`config.mk`:
```
export PLATFORM = sky130hd
export DESIGN_NAME = memmap_decoder
export DESIGN_NICKNAME = d
export VERILOG_FILES = /design/src/rtl/memmap_pkg.sv /design/src/rtl/memmap_bank_reg.sv /design/src/rtl/memmap_region_dec.sv /design/src/rtl/memmap_access_gate.sv /design/src/rtl/memmap_decoder.sv
export SDC_FILE = /design/constraint.sdc
export NUM_CORES = 1
export LEC_CHECK = 0
export BUFFER_PORTS_ARGS = -buffer_cell sky130_fd_sc_hd__buf_2
export CAP_MARGIN = 5
export CORE_MARGIN = 2
export CORE_UTILIZATION = 27
export CTS_CLUSTER_SIZE = 28
export DETAILED_ROUTE_END_ITERATION = 8
export PLACE_DENSITY = 0.79
export SLEW_MARGIN = 20
export SYNTH_ARGS = -nofsm -noshare
export SYNTH_HDL_FRONTEND = slang
export SYNTH_HIERARCHICAL = 1
export SYNTH_SLANG_ARGS = --single-unit
export TNS_END_PERCENT = 10
```
`constraint.sdc`:
```
create_clock -name clk -period 1.9 [get_ports clk]
set_clock_uncertainty 0.15 [all_clocks]
set_input_delay 0.19 -clock clk [delete_from_list [all_inputs] [get_ports clk]]
set_output_delay 0.19 -clock clk [all_outputs]
set_load 0.03 [all_outputs]
```
`src/rtl/memmap_pkg.sv`:
```
package memmap_pkg;
  localparam int ADDR_W  = 16;
  localparam int DATA_W  = 8;
  localparam int N_REG   = 11;
  localparam int BANK_W  = 3;
  localparam int WBANK_SZ_LOG2 = 12;

  localparam int R_ROM0  = 0;
  localparam int R_ROMX  = 1;
  localparam int R_VRAM  = 2;
  localparam int R_XRAM  = 3;
  localparam int R_WRAM0 = 4;
  localparam int R_WRAMX = 5;
  localparam int R_OAM   = 6;
  localparam int R_HOLE  = 7;
  localparam int R_IO    = 8;
  localparam int R_HRAM  = 9;
  localparam int R_IE    = 10;

  localparam logic [ADDR_W-1:0] BANK_REG_ADDR = 16'hFF70;
  localparam logic [DATA_W-1:0] OPEN_BUS      = 8'hFF;
endpackage

```
`src/rtl/memmap_bank_reg.sv`:
```
module memmap_bank_reg
  import memmap_pkg::*;
(
  input  logic              clk,
  input  logic              rst_n,
  input  logic              load,
  input  logic [DATA_W-1:0] wdata,
  output logic [BANK_W-1:0] bank
);
  logic              rst_meta, rst_sync_n;
  logic [BANK_W-1:0] bank_nxt;

  // asynchronous assertion, synchronous release
  always_ff @(posedge clk or negedge rst_n) begin
    if (!rst_n) begin
      rst_meta   <= 1'b0;
      rst_sync_n <= 1'b0;
    end else begin
      rst_meta   <= 1'b1;
      rst_sync_n <= rst_meta;
    end
  end

  always_comb begin
    bank_nxt = wdata[BANK_W-1:0];
    if (bank_nxt == '0) bank_nxt = BANK_W'(1);
  end

  always_ff @(posedge clk or negedge rst_sync_n) begin
    if (!rst_sync_n)  bank <= BANK_W'(1);
    else if (load)    bank <= bank_nxt;
  end
endmodule

```
`src/rtl/memmap_region_dec.sv`:
```
module memmap_region_dec
  import memmap_pkg::*;
(
  input  logic [ADDR_W-1:0] addr,
  input  logic [BANK_W-1:0] bank,
  output logic [N_REG-1:0]  sel,
  output logic [ADDR_W-1:0] off
);
  localparam int IDX_W = $clog2(N_REG);
  logic [IDX_W-1:0] idx;

  always_comb begin
    unique case (addr[15:12])
      4'h0, 4'h1, 4'h2, 4'h3: idx = IDX_W'(R_ROM0);
      4'h4, 4'h5, 4'h6, 4'h7: idx = IDX_W'(R_ROMX);
      4'h8, 4'h9:             idx = IDX_W'(R_VRAM);
      4'hA, 4'hB:             idx = IDX_W'(R_XRAM);
      4'hC, 4'hE:             idx = IDX_W'(R_WRAM0);
      4'hD:                   idx = IDX_W'(R_WRAMX);
      default: begin
        if (addr < 16'hFE00)       idx = IDX_W'(R_WRAMX);
        else if (addr < 16'hFEA0)  idx = IDX_W'(R_OAM);
        else if (addr < 16'hFF00)  idx = IDX_W'(R_HOLE);
        else if (addr < 16'hFF80)  idx = IDX_W'(R_IO);
        else if (addr != 16'hFFFF) idx = IDX_W'(R_HRAM);
        else                       idx = IDX_W'(R_IE);
      end
    endcase
  end

  for (genvar g = 0; g < N_REG; g++) begin : g_sel
    assign sel[g] = (idx == IDX_W'(g));
  end

  always_comb begin
    off = '0;
    unique case (int'(idx))
      R_ROM0, R_ROMX: off = {2'b00, addr[13:0]};
      R_VRAM, R_XRAM: off = {3'b000, addr[12:0]};
      R_WRAM0:        off = {4'h0, addr[WBANK_SZ_LOG2-1:0]};
      R_WRAMX:        off = {{(ADDR_W-BANK_W-WBANK_SZ_LOG2){1'b0}}, bank,
                             addr[WBANK_SZ_LOG2-1:0]};
      R_OAM, R_HOLE:  off = {8'h00, addr[7:0]};
      R_IO, R_HRAM:   off = {9'h000, addr[6:0]};
      default:        off = '0;
    endcase
  end
endmodule

```
`src/rtl/memmap_access_gate.sv`:
```
module memmap_access_gate
  import memmap_pkg::*;
(
  input  logic [N_REG-1:0]        sel,
  input  logic                    wr,
  input  logic [1:0]              vmode,
  input  logic                    xram_en,
  input  logic [N_REG*DATA_W-1:0] lanes,
  output logic [DATA_W-1:0]       rdata,
  output logic                    tgt_wr,
  output logic                    cmd_wr
);
  logic [N_REG-1:0]  open;
  logic [DATA_W-1:0] lane_mux;
  logic [DATA_W-1:0] lane_and [N_REG];

  always_comb begin
    open          = '1;
    open[R_ROM0]  = 1'b0;
    open[R_ROMX]  = 1'b0;
    open[R_HOLE]  = 1'b0;
    open[R_VRAM]  = (vmode != 2'd3);
    open[R_OAM]   = (vmode < 2'd2);
    open[R_XRAM]  = xram_en;
  end

  for (genvar g = 0; g < N_REG; g++) begin : g_lane
    assign lane_and[g] = lanes[g*DATA_W +: DATA_W] & {DATA_W{sel[g]}};
  end

  always_comb begin
    lane_mux = '0;
    for (int i = 0; i < N_REG; i++) lane_mux |= lane_and[i];
  end

  logic rom_hit, readable;
  assign rom_hit  = sel[R_ROM0] | sel[R_ROMX];
  assign readable = rom_hit | |(sel & open);
  assign rdata    = readable ? lane_mux : OPEN_BUS;
  assign tgt_wr   = wr & |(sel & open);
  assign cmd_wr   = wr & rom_hit;
endmodule

```
`src/rtl/memmap_decoder.sv`:
```
module memmap_decoder
  import memmap_pkg::*;
(
  input  logic                    clk,
  input  logic                    rst_n,
  input  logic [ADDR_W-1:0]       cpu_addr,
  input  logic                    cpu_wr,
  input  logic [DATA_W-1:0]       cpu_wdata,
  input  logic [1:0]              video_mode,
  input  logic                    xram_en,
  input  logic [N_REG*DATA_W-1:0] tgt_rdata,
  output logic [N_REG-1:0]        region_sel,
  output logic [ADDR_W-1:0]       phys_off,
  output logic [DATA_W-1:0]       cpu_rdata,
  output logic                    tgt_wr,
  output logic                    cart_cmd_wr,
  output logic [BANK_W-1:0]       wram_bank
);
  logic bank_load;
  assign bank_load = cpu_wr & (cpu_addr == BANK_REG_ADDR);

  memmap_bank_reg u_bank (
    .clk(clk), .rst_n(rst_n), .load(bank_load),
    .wdata(cpu_wdata), .bank(wram_bank)
  );

  memmap_region_dec u_dec (
    .addr(cpu_addr), .bank(wram_bank), .sel(region_sel), .off(phys_off)
  );

  memmap_access_gate u_gate (
    .sel(region_sel), .wr(cpu_wr), .vmode(video_mode), .xram_en(xram_en),
    .lanes(tgt_rdata), .rdata(cpu_rdata), .tgt_wr(tgt_wr),
    .cmd_wr(cart_cmd_wr)
  );
endmodule

```
Word level (Yosys, flattened, before mapping)
Cells that the tools add are included.

Add/sub/neg operators: 0. $mul: 0. Div/mod/pow operators: 0. Magnitude comparators: 5. Equality and inequality tests: 27. Shifts and indexed selects: 0. Muxes and demuxes: 9. Bitwise gates (word level): 27. Reductions and logical operators: 13.

Operator list (count): 15-bit one-hot mux with 6 select lines (1); 8-bit bitwise AND (11); 8-bit bitwise OR (10); 16-bit less-than comparator (second input constant) (4); 4-bit == test (second input constant) (10); 4-bit by 3-bit == test with 1-bit output (second input constant) (8); 4-bit one-hot mux with 6 select lines (1); 16-bit == test (second input constant) (1); 4-bit by 2-bit == test with 1-bit output (second input constant) (4); 4-bit two-way mux (4); 16-bit inequality test (second input constant) (1); 2-bit OR reduction (7); 11-bit bitwise AND (1); 11-bit OR reduction (1); 4-bit by 1-bit == test with 1-bit output (second input constant) (2); 4-bit logical NOT (2); 8-bit two-way mux (1); 4-bit OR reduction (2); 1-bit bitwise AND (3); 3-bit logical NOT (1); 3-bit two-way mux (1); 2-bit less-than comparator (second input constant) (1); 2-bit two-way mux (1); 2-bit inequality test (second input constant) (1); 1-bit bitwise OR (2).

Register bits: 5. Latch bits: 0. RAM bits: 0. ROM bits: 0. Bits of input ports: 118. Output and inout bits: 40. Logic and storage cells: 84. Memories: 0.

Longest topological paths before layout
Gate-level depths: netlist of run 1.

Word-level depth: 20. Depth in mapped cells: 9. Mapped depth without buffers: 8.

Modules after synthesis
The synthesis of run 1 kept the hierarchy.

By module, submodules not included: memmap_access_gate (instances 1, cells each 78, area each 595.6 um^2, seq. area each 0.0 um^2); memmap_region_dec (instances 1, cells each 45, area each 267.8 um^2, seq. area each 0.0 um^2); memmap_bank_reg (instances 1, cells each 11, area each 171.4 um^2, seq. area each 126.4 um^2); memmap_decoder (instances 1, cells each 6, area each 50.0 um^2, seq. area each 0.0 um^2).

Worst setup path after synthesis of run 1
OpenSTA, ideal clock, no wires.

Path type: in2out. Start: input port cpu_addr[13]. End: output port tgt_wr. Data arrival time: 2537 ps. Data required time: 1560 ps. Path slack: -977 ps. Stages on the path: 7. Path buffers: 1. Cell sequence: nand4_2 nor2_1 nand2_1 nor3b_1 clkbuf_2 nor2_1 a41oi_1.

Longest elaborated chain between the ends: 11. Elaborated cells on any way between the ends: 45.

RTL lines: start: declaration (RTL line memmap_decoder.sv:6) `input logic [ADDR_W-1:0] cpu_addr,`; branches (longest 6 deep; another with 16-bit less-than comparator); 4-bit one-hot mux with 6 select lines (*) (RTL line memmap_region_dec.sv:13) `unique case (addr[15:12])`; 4-bit == test (*) (RTL line memmap_region_dec.sv:32) `assign sel[g] = (idx == IDX_W'(g));`; via region_sel[9] (RTL line memmap_decoder.sv:12) `output logic [N_REG-1:0] region_sel,`; 11-bit bitwise AND (*) (RTL line memmap_access_gate.sv:40) `assign tgt_wr = wr & |(sel & open);`; 11-bit OR reduction (*) (RTL line memmap_access_gate.sv:40); 1-bit bitwise AND (*) (RTL line memmap_access_gate.sv:40); end: declaration (RTL line memmap_decoder.sv:15) `output logic tgt_wr,`.

Mark *: on every way through the listed nets, which the timed path passes.

Final worst setup path of run 1
Start: input port cpu_addr[9]. End: output port cpu_rdata[1].

Longest elaborated chain between the ends: 20. Elaborated cells on any way between the ends: 48.

RTL lines: branches (longest 5 deep; another with 16-bit less-than comparator); 4-bit two-way mux (*) (RTL line memmap_region_dec.sv:21) `if (addr < 16'hFE00) idx = IDX_W'(R_WRAMX);`; 4-bit one-hot mux with 6 select lines (*) (RTL line memmap_region_dec.sv:13); 4-bit by 1-bit == test with 1-bit output / 4-bit logical NOT (equally long branches) (RTL line memmap_region_dec.sv:32); 8-bit bitwise AND (RTL line memmap_access_gate.sv:28) `assign lane_and[g] = lanes[g*DATA_W +: DATA_W] & {DATA_W{sel[g]}};`; 8-bit bitwise OR (10 in series) (RTL line memmap_access_gate.sv:33) `for (int i = 0; i < N_REG; i++) lane_mux |= lane_and[i];`; 8-bit two-way mux (*) (RTL line memmap_access_gate.sv:39) `assign rdata = readable ? lane_mux : OPEN_BUS;`; end: declaration (RTL line memmap_decoder.sv:14) `output logic [DATA_W-1:0] cpu_rdata,`.

Mark *: on every way between the ends.

==> results.tsv, run 1 <==
metric	value	unit
status	finished with violations	
failing checks	setup timing	
maximum number of pins on one net before global-route repair	12	
logic depth of the worst register-to-register path	1	
clock sinks	5	
Max VDD drop	0.0005170	V
Chip Height	67.39	µm
Mapped Cells	140	
most common flop cell mapped by yosys	dfrtp_1	
area delta synth->final	142.3	%
maximum clock path buffer count	2	
fin crit period	2342	ps
top cell types by occurrence after synthesis	a22oi_1, a22o_1, and2_1, nand3_1, nor2_1	
Cells after DPL	371	
Fillers	346	
Crit path arrival time	2000	ps
drt pass-1 iters	7	
peak-usage layer in the global routing report	met2	
Post-synth EDFFs	0	
count of warnings emitted by yosys	6	
static leakage	1.317	nW
total detailed-routing wirelength	6.258	mm
startpoint class of the critical path	primary input	
critical path fanouts, max	5	
final design area excluding fillers	2629	µm²
post-synthesis sequential area ratio	11.65	%
clock tree from TritonCTS	built	
Setup Total Neg Slack	-3613	ps
worst-case setup slack after placement	-650.9	ps
total count of hold-check failures in the final report	0	
number of antenna violations at the first check in global routing	0	
number of global-route vias before repair	2000	
area fraction of the dominant cell type after synthesis	11.07	%
number of nets in the layout	452	
biggest area contributors in the synthesized netlist	a22oi_1, dfrtp_1, a222oi_1	
startpoint of the most critical register-to-register path	u_bank/bank[2]$_DFFE_PN0P_	
Die Area	4541	µm²
FP Rows	23	
most repeated cell in the gate-level netlist after synthesis	a22oi_1	
number of nets with antenna violations after routing	0	
count of pins on the block boundary	158	
number of failing setup endpoints in the final timing report	9	
register area	126.4	µm²
Tightest Pin Transition	636.1	ps
Crit Path Class	primary input to primary output	
Critical-path top delay cell	or3_4	
crit-path cells	buf_8 -> nand4_4 -> o211a_1 -> or3_4 -> a211oi_4 -> buf_4 -> buf_12 -> a22o_1 -> a221oi_1 -> and3_4 -> nand3_4 -> buf_6	
GR Util met3	3.833	%
post-synth design cell area	1085	µm²
Relative slew margins	57.59	%
detailed-route DRC error count	0	
CTS Buf Count	3	
delay of the slowest cell on the worst path	350	ps
mean number of vias per cell	5.178	
wire length of the first global-routing pass	8.859	mm
total core area	3943	µm²
kind of end point of the critical path	primary output	
chip width	67.39	µm
drt first-iter violations	130	
Skew-Pair Late Insertion Delay	210	ps
area of the multi-input gates	1085	µm²
H-tree depth reported by CTS	1	
cell area after placement	2315	µm²
period utilization	123.2	%
leftover overflow at the end of global routing	0	
reg2reg setup slack	990	ps
number of distinct standard cells referenced by the synthesized netlist	39	
Post-synth ARST share	100.0	%
setup repair after global routing missed its margin	yes	
critical path data required time	1560	ps
power density of the placed cells	340.3	nW/µm²
flop and latch count out of synthesis	5	
root buf cell	clkbuf_8	
HP Class	flop to async pin	
max-capacitance violation count	0	
number of cells in the finished layout apart from fillers	383	
Syn Nets	258	
initial cell density of the core	27.52	%
syn avg cell area	7.749	µm²
proportion of layout cells with a drive suffix above 1	71.77	%
peak clock frequency supported by timing	427.0	MHz
Final WS setup	-441.7	ps
WL per Instance	16.34	µm
clock input transition at the sequential cells of the worst setup and hold paths	40	ps
diodes inserted	0	
vias after detailed routing	1983	
final estimated routing congestion in global placement	0.7824	
cell type with the largest total area after synthesis	a22oi_1	
Final Max Slew Viols	0	
Port-buffer cells	151	
Tot Pwr	0.8945	mW
Crit. Startpoint	cpu_addr[9]	
GR Util met1	25.98	%
half-perimeter wire length after placement	4.898	mm
met2 Resource Use GR	52.35	%
total global-route track usage	25.72	%
-- flip-flops by register name, summed over array words and instances (netlist names) --
name	flops
u_bank/rst_meta	1
u_bank/bank	3
u_bank/rst_sync_n	1
-- placed cells by master (no fill, tap or decap), drive strengths merged, types with 4 or more instances in the layout --
| cell | netlist | final |
|---|---|---|
| a221oi | 8 | 8 |
| a222oi | 8 | 8 |
| a22o | 9 | 9 |
| a22oi | 16 | 16 |
| and2 | 9 | 9 |
| and3 | 8 | 8 |
| buf | 9 | 198 |
| clkbuf | 3 | 5 |
| dfrtp | 4 | 4 |
| inv | 4 | 4 |
| nand2 | 6 | 6 |
| nand3 | 10 | 10 |
| nand4 | 5 | 5 |
| nor2 | 9 | 9 |
| nor2b | 7 | 7 |
-- critical path: cells and delay by family --
family	cells	cell delay [ps]
AOI/OAI and AO/OA	4	650
buffers and inverters	4	460
and+or+nand+nor	4	690
-- cells by family after synthesis --
logic type             synth area share, %
and+or+nand+nor                      37.02
buffers and inverters                9.111
DFF                                  11.65
other                               0.6923
muxes                                2.076
AOI/OAI and AO/OA                    39.45
-- final timing paths --
kind                                         endpoint
min in group clk           u_bank/bank[2]$_DFFE_PN0P_
min                        u_bank/bank[0]$_DFFE_PN1P_
max in group asynchronous  u_bank/bank[2]$_DFFE_PN0P_
min reg2reg                u_bank/bank[0]$_DFFE_PN1P_
max reg2reg                u_bank/bank[2]$_DFFE_PN0P_
max                                      cpu_rdata[1]
-- cell type report --
type	count	share of cell area, %
Tap cell	50	2.380
Sequential cell	5	4.807
Multi-Input combinational cell	119	41.27
Timing Repair Buffer	201	49.26
Clock buffer	4	1.713
Inverter	4	0.5712
-- per-stage QoR --
stage                     util (%)  hold slack (ps)
after floorplan                  -           -255.6
after global placement       58.71           -175.2
after detailed placement     58.71           -173.1
after CTS                    66.26            50.83
after global routing         66.68            58.55
final                        66.68            43.31
-- report_power, final --
part / internal, mW / switching [mW]
Sequential: 0.109 / 0.000939
Clock: 0.144 / 0.0484
Combinational: 0.295 / 0.297
-- routing by layer --
metal	wire length, µm	share of wire (%)
met5	0	0
met2	3404	54
met1	2160	35
met3	519	8.3
met4	172	2.7
-- timing repair --
item	CTS	global route
pin swaps	13	5
setup endpoints to repair	11	12
cloned	1	0
endpoints found under the hold margin	4	0
gates resized for setup	47	5
setup buffers	5	0
hold buffers	2	0
Note: power is estimated with default switching activity, not from simulation.
==> run 2: changes to the inputs <==
--- a/config.mk
+++ b/config.mk
@@ -7,11 +7,11 @@
 export LEC_CHECK = 0
 export BUFFER_PORTS_ARGS = -buffer_cell sky130_fd_sc_hd__buf_2
 export CAP_MARGIN = 5
-export CORE_MARGIN = 2
-export CORE_UTILIZATION = 27
+export CORE_MARGIN = 4
+export CORE_UTILIZATION = 33
 export CTS_CLUSTER_SIZE = 28
 export DETAILED_ROUTE_END_ITERATION = 8
-export PLACE_DENSITY = 0.79
+export PLACE_DENSITY = 0.9
 export SLEW_MARGIN = 20
 export SYNTH_ARGS = -nofsm -noshare
 export SYNTH_HDL_FRONTEND = slang
==> constraint.sdc (replaced) <==
create_clock -name clk -period 2.9 [get_ports clk]
set_clock_uncertainty 0.15 [all_clocks]
set_input_delay 0.29 -clock clk [delete_from_list [all_inputs] [get_ports clk]]
set_output_delay 0.29 -clock clk [all_outputs]
set_load 0.03 [all_outputs]
==> run 2 against run 1 <==
  * The flow now finishes without violations
  * Routed wire length is 17% lower
  * Sequential share of layout area is 1.6 points higher
  * Critical path depth is 1 lower
  * Worst setup slack better by 610 ps
==> results.tsv, run 2 (synthesis results as in run 1) <==
metric	value	unit
GR Util met1	30.05	%
cell area after placement	1922	µm²
Tightest Pin Transition	601.2	ps
peak-usage layer in the global routing report	met2	
Max VDD drop	0.0002909	V
area delta synth->final	81.43	%
proportion of layout cells with a drive suffix above 1	60.74	%
total core area	3103	µm²
total global-route track usage	22.97	%
largest register by flop count	u_bank/bank	
commonest non-fill, non-tap cells in the layout	buf_2, a22oi_1, buf_4	
final design area excluding fillers	1968	µm²
number of nets with antenna violations after routing	0	
clock sinks	5	
most frequent standard cell in the layout excluding fill and tap cells	buf_2	
CTS Buf Count	3	
vias after detailed routing	1791	
wire length of the first global-routing pass	7.872	mm
initial cell density of the core	34.96	%
Cells after DPL	336	
HP Class	flop to async pin	
power share of the sequential group	17.0	%
drt first-iter violations	178	
Chip Height	65.34	µm
fin crit period	2733	ps
number of cells in the finished layout apart from fillers	342	
drt pass-1 iters	6	
switching part of the total power	42.56	%
Crit path arrival time	2290	ps
top flop regs	u_bank/bank x3, u_bank/rst_meta x1, u_bank/rst_sync_n x1	
end-of-flow core utilization	63.43	%
detailed-route DRC error count	0	
Port-buffer cells	151	
half-perimeter wire length after placement	4.499	mm
number of global-route vias before repair	1669	
met2 Resource Use GR	40.71	%
clock input transition at the sequential cells of the worst setup and hold paths	40	ps
Clk network pwr share	17.9	%
Hold WS	48.72	ps
root buf cell	clkbuf_4	
count of pins on the block boundary	158	
FP Rows	20	
total count of hold-check failures in the final report	0	
Crit Path Class	primary input to primary output	
number of nets in the layout	417	
max-capacitance violation count	0	
peak clock frequency supported by timing	365.9	MHz
Int Power	0.2441	mW
maximum number of pins on one net before global-route repair	12	
reg2reg setup slack	1960	ps
number of failing setup endpoints in the final timing report	0	
Skew-Pair Late Insertion Delay	230	ps
diodes inserted	0	
GR Util met3	3.419	%
number of antenna violations at the first check in global routing	0	
power density of the placed cells	215.9	nW/µm²
Final WS setup	167.1	ps
Final Max Slew Viols	0	
kind of end point of the critical path	primary output	
setup repair after global routing missed its margin	no	
static leakage	1.039	nW
H-tree depth reported by CTS	1	
status	finished, final reports clean	
period utilization	94.24	%
chip width	65.34	µm
worst-case setup slack after placement	193.1	ps
Setup Total Neg Slack	0	ps
critical path data required time	2460	ps
startpoint class of the critical path	primary input	
total detailed-routing wirelength	5.196	mm
number of flip-flops in the largest register	3	
critical path fanouts, max	10	
final estimated routing congestion in global placement	0.8217	
maximum clock path buffer count	2	
Tot Pwr	0.4249	mW
Die Area	4269	µm²
WL per Instance	15.19	µm
switching power	0.1808	mW
mean number of vias per cell	5.237	
portion of total power attributed to combinational logic	65.1	%
Relative slew margins	59.84	%
Fillers	309	
leftover overflow at the end of global routing	0	
clock tree from TritonCTS	built	
-- run 2: changes by cell type in the layout (fill, tap and decap cells not counted), moves of 3 or more --
cell / change
buf_6: -17
nand3_4: -8
clkbuf_8: -3
and3_4: -4
buf_4: -30
nand3_1: +7
nor2_1: +3
and3_1: +5
buf_2: +17
-- run 2: layer usage --
metal / routed length, µm / up-vias / part of all wire [%]
li1: - / 886 / -
met1: 2001 / 806 / 39
met3: 546 / 0 / 11
met5: 0 / - / 0
met4: 0 / 0 / 0
met2: 2648 / 99 / 51
-- run 2: cell type report --
class,instances,area (µm²),area share (%)
clock buffer,4,26.28,1.335
multi-input combinational,119,872.1,44.31
inverter,4,15.01,0.7629
tap,44,55.05,2.797
timing repair buffer,166,873.3,44.37
sequential,5,126.4,6.421
-- run 2: path summary, 6_finish.rpt --
path | start | cells after the start | to
worst max-delay path | cpu_addr[13] | 11 | cpu_rdata[1]
worst max register to register | u_bank/bank[0]$_DFFE_PN1P_ | 2 | u_bank/bank[0]$_DFFE_PN1P_
max in group asynchronous | u_bank/rst_sync_n$_DFF_PN0_ | 1 | u_bank/bank[1]$_DFFE_PN0P_
worst min register to register | u_bank/rst_sync_n$_DFF_PN0_ | 0 | u_bank/bank[0]$_DFFE_PN1P_
min in group clk | cpu_wdata[2] | 2 | u_bank/bank[2]$_DFFE_PN0P_
worst min-delay path | u_bank/rst_sync_n$_DFF_PN0_ | 0 | u_bank/bank[0]$_DFFE_PN1P_
-- run 2: power groups by stage --
stage          registers [mW]  logic, mW  clock network, mW
2_1_floorplan          0.0733      0.146                  0
3_3_place_gp           0.0734      0.270                  0
3_5_place_dp           0.0735      0.274                  0
4_1_cts                0.0723      0.277             0.0797
5_1_grt                0.0724      0.300             0.0886
6_report               0.0723      0.277             0.0759
-- run 2: repair_timing --
action | 4_1_cts | 5_1_grt
hold endpoints to repair | 4 | 0
resized for setup | 0 | 0
setup buffers | 0 | 0
hold buffers | 2 | 0
-- run 2: worst max-delay path, stage by stage --
cell and delay (ps):
buf_2 130, nand4_2 150, o211a_1 220, or3_1 420, a211oi_2 200, buf_4 210, a22o_1 150, a221oi_1 40
and3_1 180, nand3_1 90, buf_2 210
